### src/rtl/hp_pkg.sv
package hp_pkg;

    localparam int unsigned ST_W  = 4;
    localparam int unsigned KEY_W = 16;
    localparam int unsigned OFF_W = 8;
    localparam int unsigned POS_W = OFF_W + 1;

    // one ternary rule of the parse graph
    typedef struct packed {
        logic             vld;
        logic [ST_W-1:0]  st;
        logic [KEY_W-1:0] val;
        logic [KEY_W-1:0] msk;
        logic [ST_W-1:0]  nxt;
        logic [OFF_W-1:0] len;
        logic [OFF_W-1:0] foff;
    } tcam_ent_t;

    localparam int unsigned ENT_W = $bits(tcam_ent_t);

    typedef struct packed {
        logic             hit;
        logic [ST_W-1:0]  nxt;
        logic [OFF_W-1:0] len;
        logic [OFF_W-1:0] foff;
    } tcam_res_t;

    typedef enum logic {
        PS_IDLE = 1'b0,
        PS_WALK = 1'b1
    } pstate_e;

endpackage

### src/rtl/hp_tcam.sv
module hp_tcam
    import hp_pkg::*;
#(
    parameter int unsigned NUM_ENTRIES = 16,
    localparam int unsigned AW = (NUM_ENTRIES > 1) ? $clog2(NUM_ENTRIES) : 1
) (
    input  logic             clk,
    input  logic             rst_n,
    input  logic             wr_en,
    input  logic [AW-1:0]    wr_addr,
    input  tcam_ent_t        wr_ent,
    input  logic [ST_W-1:0]  key_st,
    input  logic [KEY_W-1:0] key_val,
    output tcam_res_t        res
);

    tcam_ent_t tbl_d [NUM_ENTRIES];
    tcam_ent_t tbl_q [NUM_ENTRIES];
    logic [NUM_ENTRIES-1:0] hit_vec;

    always_comb begin
        for (int i = 0; i < NUM_ENTRIES; i++) begin
            tbl_d[i] = tbl_q[i];
            if (wr_en && (wr_addr == AW'(i))) begin
                tbl_d[i] = wr_ent;
            end
        end
    end

    always_ff @(posedge clk or negedge rst_n) begin
        if (!rst_n) begin
            for (int i = 0; i < NUM_ENTRIES; i++) begin
                tbl_q[i] <= '0;
            end
        end else begin
            for (int i = 0; i < NUM_ENTRIES; i++) begin
                tbl_q[i] <= tbl_d[i];
            end
        end
    end

    // per-entry ternary compare
    for (genvar g = 0; g < NUM_ENTRIES; g++) begin : g_cmp
        assign hit_vec[g] = tbl_q[g].vld
                          && (tbl_q[g].st == key_st)
                          && (((tbl_q[g].val ^ key_val) & tbl_q[g].msk) == '0);
    end

    // lowest index wins: scan from the top so the last write is the lowest hit
    always_comb begin
        res = '0;
        for (int i = NUM_ENTRIES - 1; i >= 0; i--) begin
            if (hit_vec[i]) begin
                res.hit  = 1'b1;
                res.nxt  = tbl_q[i].nxt;
                res.len  = tbl_q[i].len;
                res.foff = tbl_q[i].foff;
            end
        end
    end

    // an accepted write is visible in the addressed entry on the next cycle
    p_wr_lands_r2: assert property (@(posedge clk) disable iff (!rst_n)
        wr_en |=> (tbl_q[$past(wr_addr)] == $past(wr_ent)));

endmodule

### src/rtl/hp_hdr_buf.sv
module hp_hdr_buf
    import hp_pkg::*;
#(
    parameter int unsigned BUF_BYTES = 96,
    localparam int unsigned CNT_W = $clog2(BUF_BYTES + 1),
    localparam int unsigned LP_W  = POS_W + 1
) (
    input  logic             clk,
    input  logic             rst_n,
    input  logic             in_en,
    input  logic [7:0]       in_byte,
    input  logic             in_last,
    input  logic [POS_W-1:0] rd_pos,
    output logic [KEY_W-1:0] rd_word
);

    logic [7:0]       mem_d [BUF_BYTES];
    logic [7:0]       mem_q [BUF_BYTES];
    logic [CNT_W-1:0] ptr_d, ptr_q;
    logic [CNT_W-1:0] len_d, len_q;
    logic [LP_W-1:0]  lo_pos;
    logic [7:0]       hi_b, lo_b;

    always_comb begin
        for (int i = 0; i < BUF_BYTES; i++) begin
            mem_d[i] = mem_q[i];
        end
        ptr_d = ptr_q;
        len_d = len_q;
        if (in_en) begin
            for (int i = 0; i < BUF_BYTES; i++) begin
                if (ptr_q == CNT_W'(i)) begin
                    mem_d[i] = in_byte;
                end
            end
            if (in_last) begin
                len_d = (ptr_q < CNT_W'(BUF_BYTES)) ? ptr_q + CNT_W'(1) : ptr_q;
                ptr_d = '0;
            end else if (ptr_q < CNT_W'(BUF_BYTES)) begin
                ptr_d = ptr_q + CNT_W'(1);
            end
        end
    end

    always_ff @(posedge clk or negedge rst_n) begin
        if (!rst_n) begin
            for (int i = 0; i < BUF_BYTES; i++) begin
                mem_q[i] <= '0;
            end
            ptr_q <= '0;
            len_q <= '0;
        end else begin
            for (int i = 0; i < BUF_BYTES; i++) begin
                mem_q[i] <= mem_d[i];
            end
            ptr_q <= ptr_d;
            len_q <= len_d;
        end
    end

    // big-endian word fetch, zero past the received length
    assign lo_pos = {1'b0, rd_pos} + LP_W'(1);

    always_comb begin
        hi_b = '0;
        lo_b = '0;
        for (int i = 0; i < BUF_BYTES; i++) begin
            if ((rd_pos == POS_W'(i)) && (CNT_W'(i) < len_q)) begin
                hi_b = mem_q[i];
            end
            if ((lo_pos == LP_W'(i)) && (CNT_W'(i) < len_q)) begin
                lo_b = mem_q[i];
            end
        end
    end

    assign rd_word = {hi_b, lo_b};

    // the recorded length never claims more bytes than are stored
    p_len_cap_r10: assert property (@(posedge clk) disable iff (!rst_n)
        len_q <= CNT_W'(BUF_BYTES));

endmodule

### src/rtl/hp_parser.sv
module hp_parser
    import hp_pkg::*;
#(
    parameter int unsigned     NUM_ENTRIES = 16,
    parameter int unsigned     BUF_BYTES   = 96,
    parameter int unsigned     MAX_DEPTH   = 8,
    parameter logic [ST_W-1:0] START_STATE = 4'd1,
    parameter logic [OFF_W-1:0] START_OFF  = 8'd12,
    localparam int unsigned AW      = (NUM_ENTRIES > 1) ? $clog2(NUM_ENTRIES) : 1,
    localparam int unsigned NSTATES = 1 << ST_W,
    localparam int unsigned DEPTH_W = $clog2(MAX_DEPTH + 1)
) (
    input  logic                     clk,
    input  logic                     rst_n,
    input  logic                     in_valid,
    input  logic [7:0]               in_byte,
    input  logic                     in_last,
    input  logic                     cfg_we,
    input  logic [AW-1:0]            cfg_addr,
    input  logic [ENT_W-1:0]         cfg_wdata,
    output logic                     busy,
    output logic                     parse_done,
    output logic                     parse_err,
    output logic [NSTATES-1:0]       hdr_valid,
    output logic [DEPTH_W-1:0]       hdr_count,
    output logic [NSTATES*OFF_W-1:0] hdr_base,
    output logic [NSTATES*KEY_W-1:0] hdr_key
);

    typedef struct packed {
        pstate_e                         ps;
        logic [ST_W-1:0]                 st;
        logic [OFF_W-1:0]                base;
        logic [OFF_W-1:0]                foff;
        logic [DEPTH_W-1:0]              depth;
        logic                            done;
        logic                            err;
        logic [NSTATES-1:0]              vld;
        logic [NSTATES-1:0][OFF_W-1:0]   bases;
        logic [NSTATES-1:0][KEY_W-1:0]   keys;
    } walk_t;

    walk_t              r_d, r_q;
    logic               take_byte;
    logic               tbl_wr;
    logic [POS_W-1:0]   key_pos;
    logic [KEY_W-1:0]   key_word;
    tcam_res_t          lk;
    logic [DEPTH_W-1:0] depth_inc;

    assign take_byte = in_valid && (r_q.ps == PS_IDLE);
    assign tbl_wr    = cfg_we && (r_q.ps == PS_IDLE);
    assign key_pos   = {1'b0, r_q.base} + {1'b0, r_q.foff};
    assign depth_inc = r_q.depth + DEPTH_W'(1);

    hp_hdr_buf #(
        .BUF_BYTES (BUF_BYTES)
    ) u_buf (
        .clk     (clk),
        .rst_n   (rst_n),
        .in_en   (take_byte),
        .in_byte (in_byte),
        .in_last (in_last),
        .rd_pos  (key_pos),
        .rd_word (key_word)
    );

    hp_tcam #(
        .NUM_ENTRIES (NUM_ENTRIES)
    ) u_tcam (
        .clk     (clk),
        .rst_n   (rst_n),
        .wr_en   (tbl_wr),
        .wr_addr (cfg_addr),
        .wr_ent  (tcam_ent_t'(cfg_wdata)),
        .key_st  (r_q.st),
        .key_val (key_word),
        .res     (lk)
    );

    always_comb begin
        r_d      = r_q;
        r_d.done = 1'b0;
        unique case (r_q.ps)
            PS_IDLE: begin
                if (take_byte && in_last) begin
                    r_d.ps    = PS_WALK;
                    r_d.st    = START_STATE;
                    r_d.base  = '0;
                    r_d.foff  = START_OFF;
                    r_d.depth = '0;
                    r_d.err   = 1'b0;
                    r_d.vld   = '0;
                end
            end
            PS_WALK: begin
                if (!lk.hit) begin
                    r_d.ps   = PS_IDLE;
                    r_d.done = 1'b1;
                end else begin
                    r_d.vld[r_q.st]   = 1'b1;
                    r_d.bases[r_q.st] = r_q.base;
                    r_d.keys[r_q.st]  = key_word;
                    r_d.depth         = depth_inc;
                    if (lk.nxt == '0) begin
                        r_d.ps   = PS_IDLE;
                        r_d.done = 1'b1;
                    end else if (depth_inc == DEPTH_W'(MAX_DEPTH)) begin
                        r_d.ps   = PS_IDLE;
                        r_d.done = 1'b1;
                        r_d.err  = 1'b1;
                    end else begin
                        r_d.st   = lk.nxt;
                        r_d.base = r_q.base + lk.len;
                        r_d.foff = lk.foff;
                    end
                end
            end
            default: r_d.ps = PS_IDLE;
        endcase
    end

    always_ff @(posedge clk or negedge rst_n) begin
        if (!rst_n) begin
            r_q <= '0;
        end else begin
            r_q <= r_d;
        end
    end

    assign busy       = (r_q.ps == PS_WALK);
    assign parse_done = r_q.done;
    assign parse_err  = r_q.err;
    assign hdr_valid  = r_q.vld;
    assign hdr_count  = r_q.depth;
    assign hdr_base   = r_q.bases;
    assign hdr_key    = r_q.keys;

    // the closing byte of an idle packet starts a walk
    p_start_r1: assert property (@(posedge clk) disable iff (!rst_n)
        (in_valid && in_last && !busy) |=> busy);

    // completion is a single-cycle pulse that follows a walk
    p_done_pulse_r8: assert property (@(posedge clk) disable iff (!rst_n)
        parse_done |=> !parse_done);
    p_done_after_walk_r8: assert property (@(posedge clk) disable iff (!rst_n)
        parse_done |-> (!busy && $past(busy)));

    // a terminating match ends cleanly
    p_accept_r5: assert property (@(posedge clk) disable iff (!rst_n)
        (busy && lk.hit && (lk.nxt == '0)) |=> (parse_done && !parse_err));

    // a lookup miss ends the walk without error
    p_miss_r6: assert property (@(posedge clk) disable iff (!rst_n)
        (busy && !lk.hit) |=> (parse_done && !parse_err));

    // an error always comes with a full header count
    p_err_full_r7: assert property (@(posedge clk) disable iff (!rst_n)
        parse_err |-> (hdr_count == DEPTH_W'(MAX_DEPTH)));

    // results hold while idle unless a new walk begins
    p_hold_r12: assert property (@(posedge clk) disable iff (!rst_n)
        !busy |=> (busy || ($stable(hdr_valid) && $stable(hdr_count) && $stable(parse_err))));

endmodule

### config.mk
export PLATFORM = sky130hd
export DESIGN_NAME = hp_parser
export DESIGN_NICKNAME = d
export VERILOG_FILES = /design/src/rtl/hp_pkg.sv /design/src/rtl/hp_tcam.sv /design/src/rtl/hp_hdr_buf.sv /design/src/rtl/hp_parser.sv
export SDC_FILE = /design/constraint.sdc
export NUM_CORES = 2
export LEC_CHECK = 0
export BUFFER_PORTS_ARGS = -buffer_cell sky130_fd_sc_hd__buf_2
export CORE_MARGIN = 2
export CORE_UTILIZATION = 50
export DETAILED_ROUTE_END_ITERATION = 8
export GPL_TIMING_DRIVEN = 1
export PLACE_DENSITY = 0.67
export SETUP_SLACK_MARGIN = 0.2
export SYNTH_ARGS = -nofsm -noshare
export SYNTH_HDL_FRONTEND = slang
export SYNTH_HIERARCHICAL = 1
export SYNTH_SLANG_ARGS = --single-unit
### constraint.sdc
create_clock -name clk -period 9.9 [get_ports clk]
set_input_delay 1.98 -clock clk [delete_from_list [all_inputs] [get_ports clk]]
set_output_delay 1.98 -clock clk [all_outputs]
set_load 0.01 [all_outputs]
==> results.json <==
{
  "numCtsBuffers": 220,
  "synthFlopType": "dfrtp_1",
  "hold_end": "hdr_valid[9]",
  "yosys-top-cells-area": "dfrtp_1, mux2_2, buf_4, xor2_1, nand2_1",
  "gp_congestion": 1.08,
  "dr.pass1.iters": 9,
  "hold_viol": 0,
  "status": "finished with violations",
  "synth_edf_count": 0,
  "drt_iter0_drc": 11000,
  "ys_seq_area_share_pct": 49.0,
  "crit_top_cell": "buf_4",
  "coreArea_um2": 215000,
  "hold_class": "register to register",
  "cts_hold_buf": 0,
  "cts_max_path_buffers": 3,
  "rsz0062_at_grt": "true",
  "max_stage_delay_ns": 0.59,
  "num_io_pins": 481,
  "dp_slack_ns": -1.70,
  "synth_area_per_cell_um2": 11.6,
  "drt-wirelength-per-cell_um": 35.3,
  "cts_tree": "built",
  "drc": 3,
  "crit_type": "register to register",
  "p_leak_nw": 63.1,
  "antenna_found_initial": 18,
  "yosys_warnings": 6,
  "drv_slew": 0,
  "worst_slack_ns": 0.136,
  "syn_nets": 9419,
  "htreeDepth": 4,
  "fin_crit_ns": 9.76,
  "violations": "design-rule violations",
  "maxCapViolCount": 0,
  "overflow": 0,
  "grt_pass1_wl_mm": 670,
  "die_x_um": 469,
  "final_antenna_net_count": 0,
  "synth-seq-cells": 2121,
  "async_flop_share_pct": 100,
  "clock_sinks": 2121,
  "root_buffer": "clkbuf_16",
  "syn-cell-area_um2": 108000,
  "drive_above_1_share_pct": 44.3,
  "power.density_nw_per_um2": 331,
  "clk_pin_slew_ns": 0.06,
  "start_util_pct": 50.4,
  "dieArea_um2": 220000,
  "drt_wl_total_mm": 475,
  "cp_data_arrival_time_ns": 10.51,
  "fill_cells": 17400,
  "reg2reg_slack_ns": 0.14,
  "startpoint": "r_q[406]",
  "clock.fmax_mhz": 102,
  "worst_pin_slew_ns": 1.32,
  "worstHoldStart": "hdr_valid[9]",
  "final_nets": 10500,
  "dp_hpwl_mm": 351,
  "slowest_stage": "or4_4",
  "rr_endpoint": "r_q[406]",
  "synth_cell_types": 119,
  "num_rows": 170,
  "via_per_inst": 6.58,
  "cp-end-kind": "register",
  "vdd_drop_max_mv": 0.374,
  "slew_headroom_pct": 11.1,
  "timing.rr.start": "r_q[406]",
  "place_area_um2": 120000,
  "die_h_um": 469,
  "synth_top_area_share_pct": 49.0,
  "synth.largest_area_cell": "dfrtp_1",
  "hold_slack_ns": 0.491,
  "min_path_cells": 1,
  "fin_skew_ns": 0.0765,
  "rr_worst_depth": 41,
  "fin_setup_tns_ns": 0,
  "grt_use_total_pct": 42.0,
  "finalCritPeriodShare_pct": 98.6,
  "cp.required_ns": 10.65,
  "vias": 88600,
  "cp-start-kind": "register",
  "clkLatencyLatePin_ns": 0.91,
  "area_growth_syn_to_layout_pct": 20.8,
  "power_mw": 43.2,
  "synthCells": 9322,
  "portBuffers": 480,
  "design_area_um2": 131000,
  "worstPathMaxFanout": 17,
  "setup_viol": 0,
  "grt_pass1_vias": 88500,
  "grt_max_degree": 188
}
critical path, delay by kind of cell (launching register included):
| family | cells | cell delay [ns] |
|---|---|---|
| AO/OA/AOI/OAI | 13 | 2.89 |
| XOR/XNOR | 2 | 0.51 |
| adder cells (fa/ha/maj) | 2 | 0.54 |
| buffers and inverters | 15 | 2.82 |
| flip-flops | 1 | 0.38 |
| multiplexers | 1 | 0.25 |
| AND/OR/NAND/NOR | 8 | 2.19 |
synthesized netlist by cell type, types with 93 or more instances:
library cell and count:
dfrtp_1 2121, mux2_2 1992, nand2_1 502, buf_4 431
clkbuf_1 417, nor2_1 416, xor2_1 314, a21oi_1 256
o21ai_0 210, nand3_1 207, a22oi_1 203, o22ai_1 178
nor3_1 162, inv_1 138, buf_2 125, a211oi_1 93
per-layer routing:
metal / share of wire (%) / track usage, %
met5: 0.072 / 0
met4: 7.2 / 24.6
met3: 8.5 / 8.13
met2: 45 / 64.4
met1: 40 / 55.5
cells by family after synthesis:
group                      share of synthesized area [%]
adders and majority gates                          0.289
AOI/OAI and AO/OA                                   11.9
muxes                                               21.6
DFF                                                 49.0
buffers and inverters                               5.91
and+or+nand+nor                                     8.65
xor gates and xnor gates                            2.72
worst max path at each step:
stage                     cells past startpoint  endpoint
after floorplan                              36  r_q[421]
after global placement                       39  r_q[421]
after detailed placement                     39  r_q[415]
after CTS                                    45  register
after global routing                         43  r_q[421]
final                                        41  r_q[406]
where the power goes:
part / total [mW] / switching (mW) / internal, mW
Clock: 8.93 / 3.74 / 5.19
Combinational: 22.2 / 13.3 / 8.97
Sequential: 12.0 / 1.36 / 10.7
Total: 43.2 / 18.4 / 24.8
final cells by class:
cell class,count,area [um^2],area share [%]
antenna,11,27.5,0.0211
clock buffer,315,6390,4.89
clock inverter,98,1430,1.09
inverter,140,528,0.404
multi-input combinational,6021,50800,38.9
sequential,2121,53100,40.6
tap,2838,3550,2.72
timing repair buffer,1921,14900,11.4
per-stage QoR:
stage	instances	utilization, %
2_1_floorplan	9322	-
3_3_place_gp	12900	55.8
3_5_place_dp	12900	55.8
4_1_cts	13400	60.0
5_1_grt	13500	60.8
6_report	13500	60.8
cell usage in the layout, fill, tap and decap left out, types with 231 or more instances in the layout:
cell | synthesis | layout
buf_2 | 125 | 476
dfrtp_1 | 2121 | 2118
a21oi_1 | 256 | 238
nand2_1 | 502 | 486
mux2_2 | 1992 | 1991
nor2_1 | 416 | 389
buf_4 | 431 | 1274
xor2_1 | 314 | 311
clkbuf_16 | 0 | 231
timing repair:
item | in CTS | in global routing
setup buffers | 30 | 58
gates cloned | 1 | 8
gates resized for setup | 161 | 238
pin swaps | 59 | 104
setup endpoints to repair | 427 | 423
(Power assumes the default switching activity.)
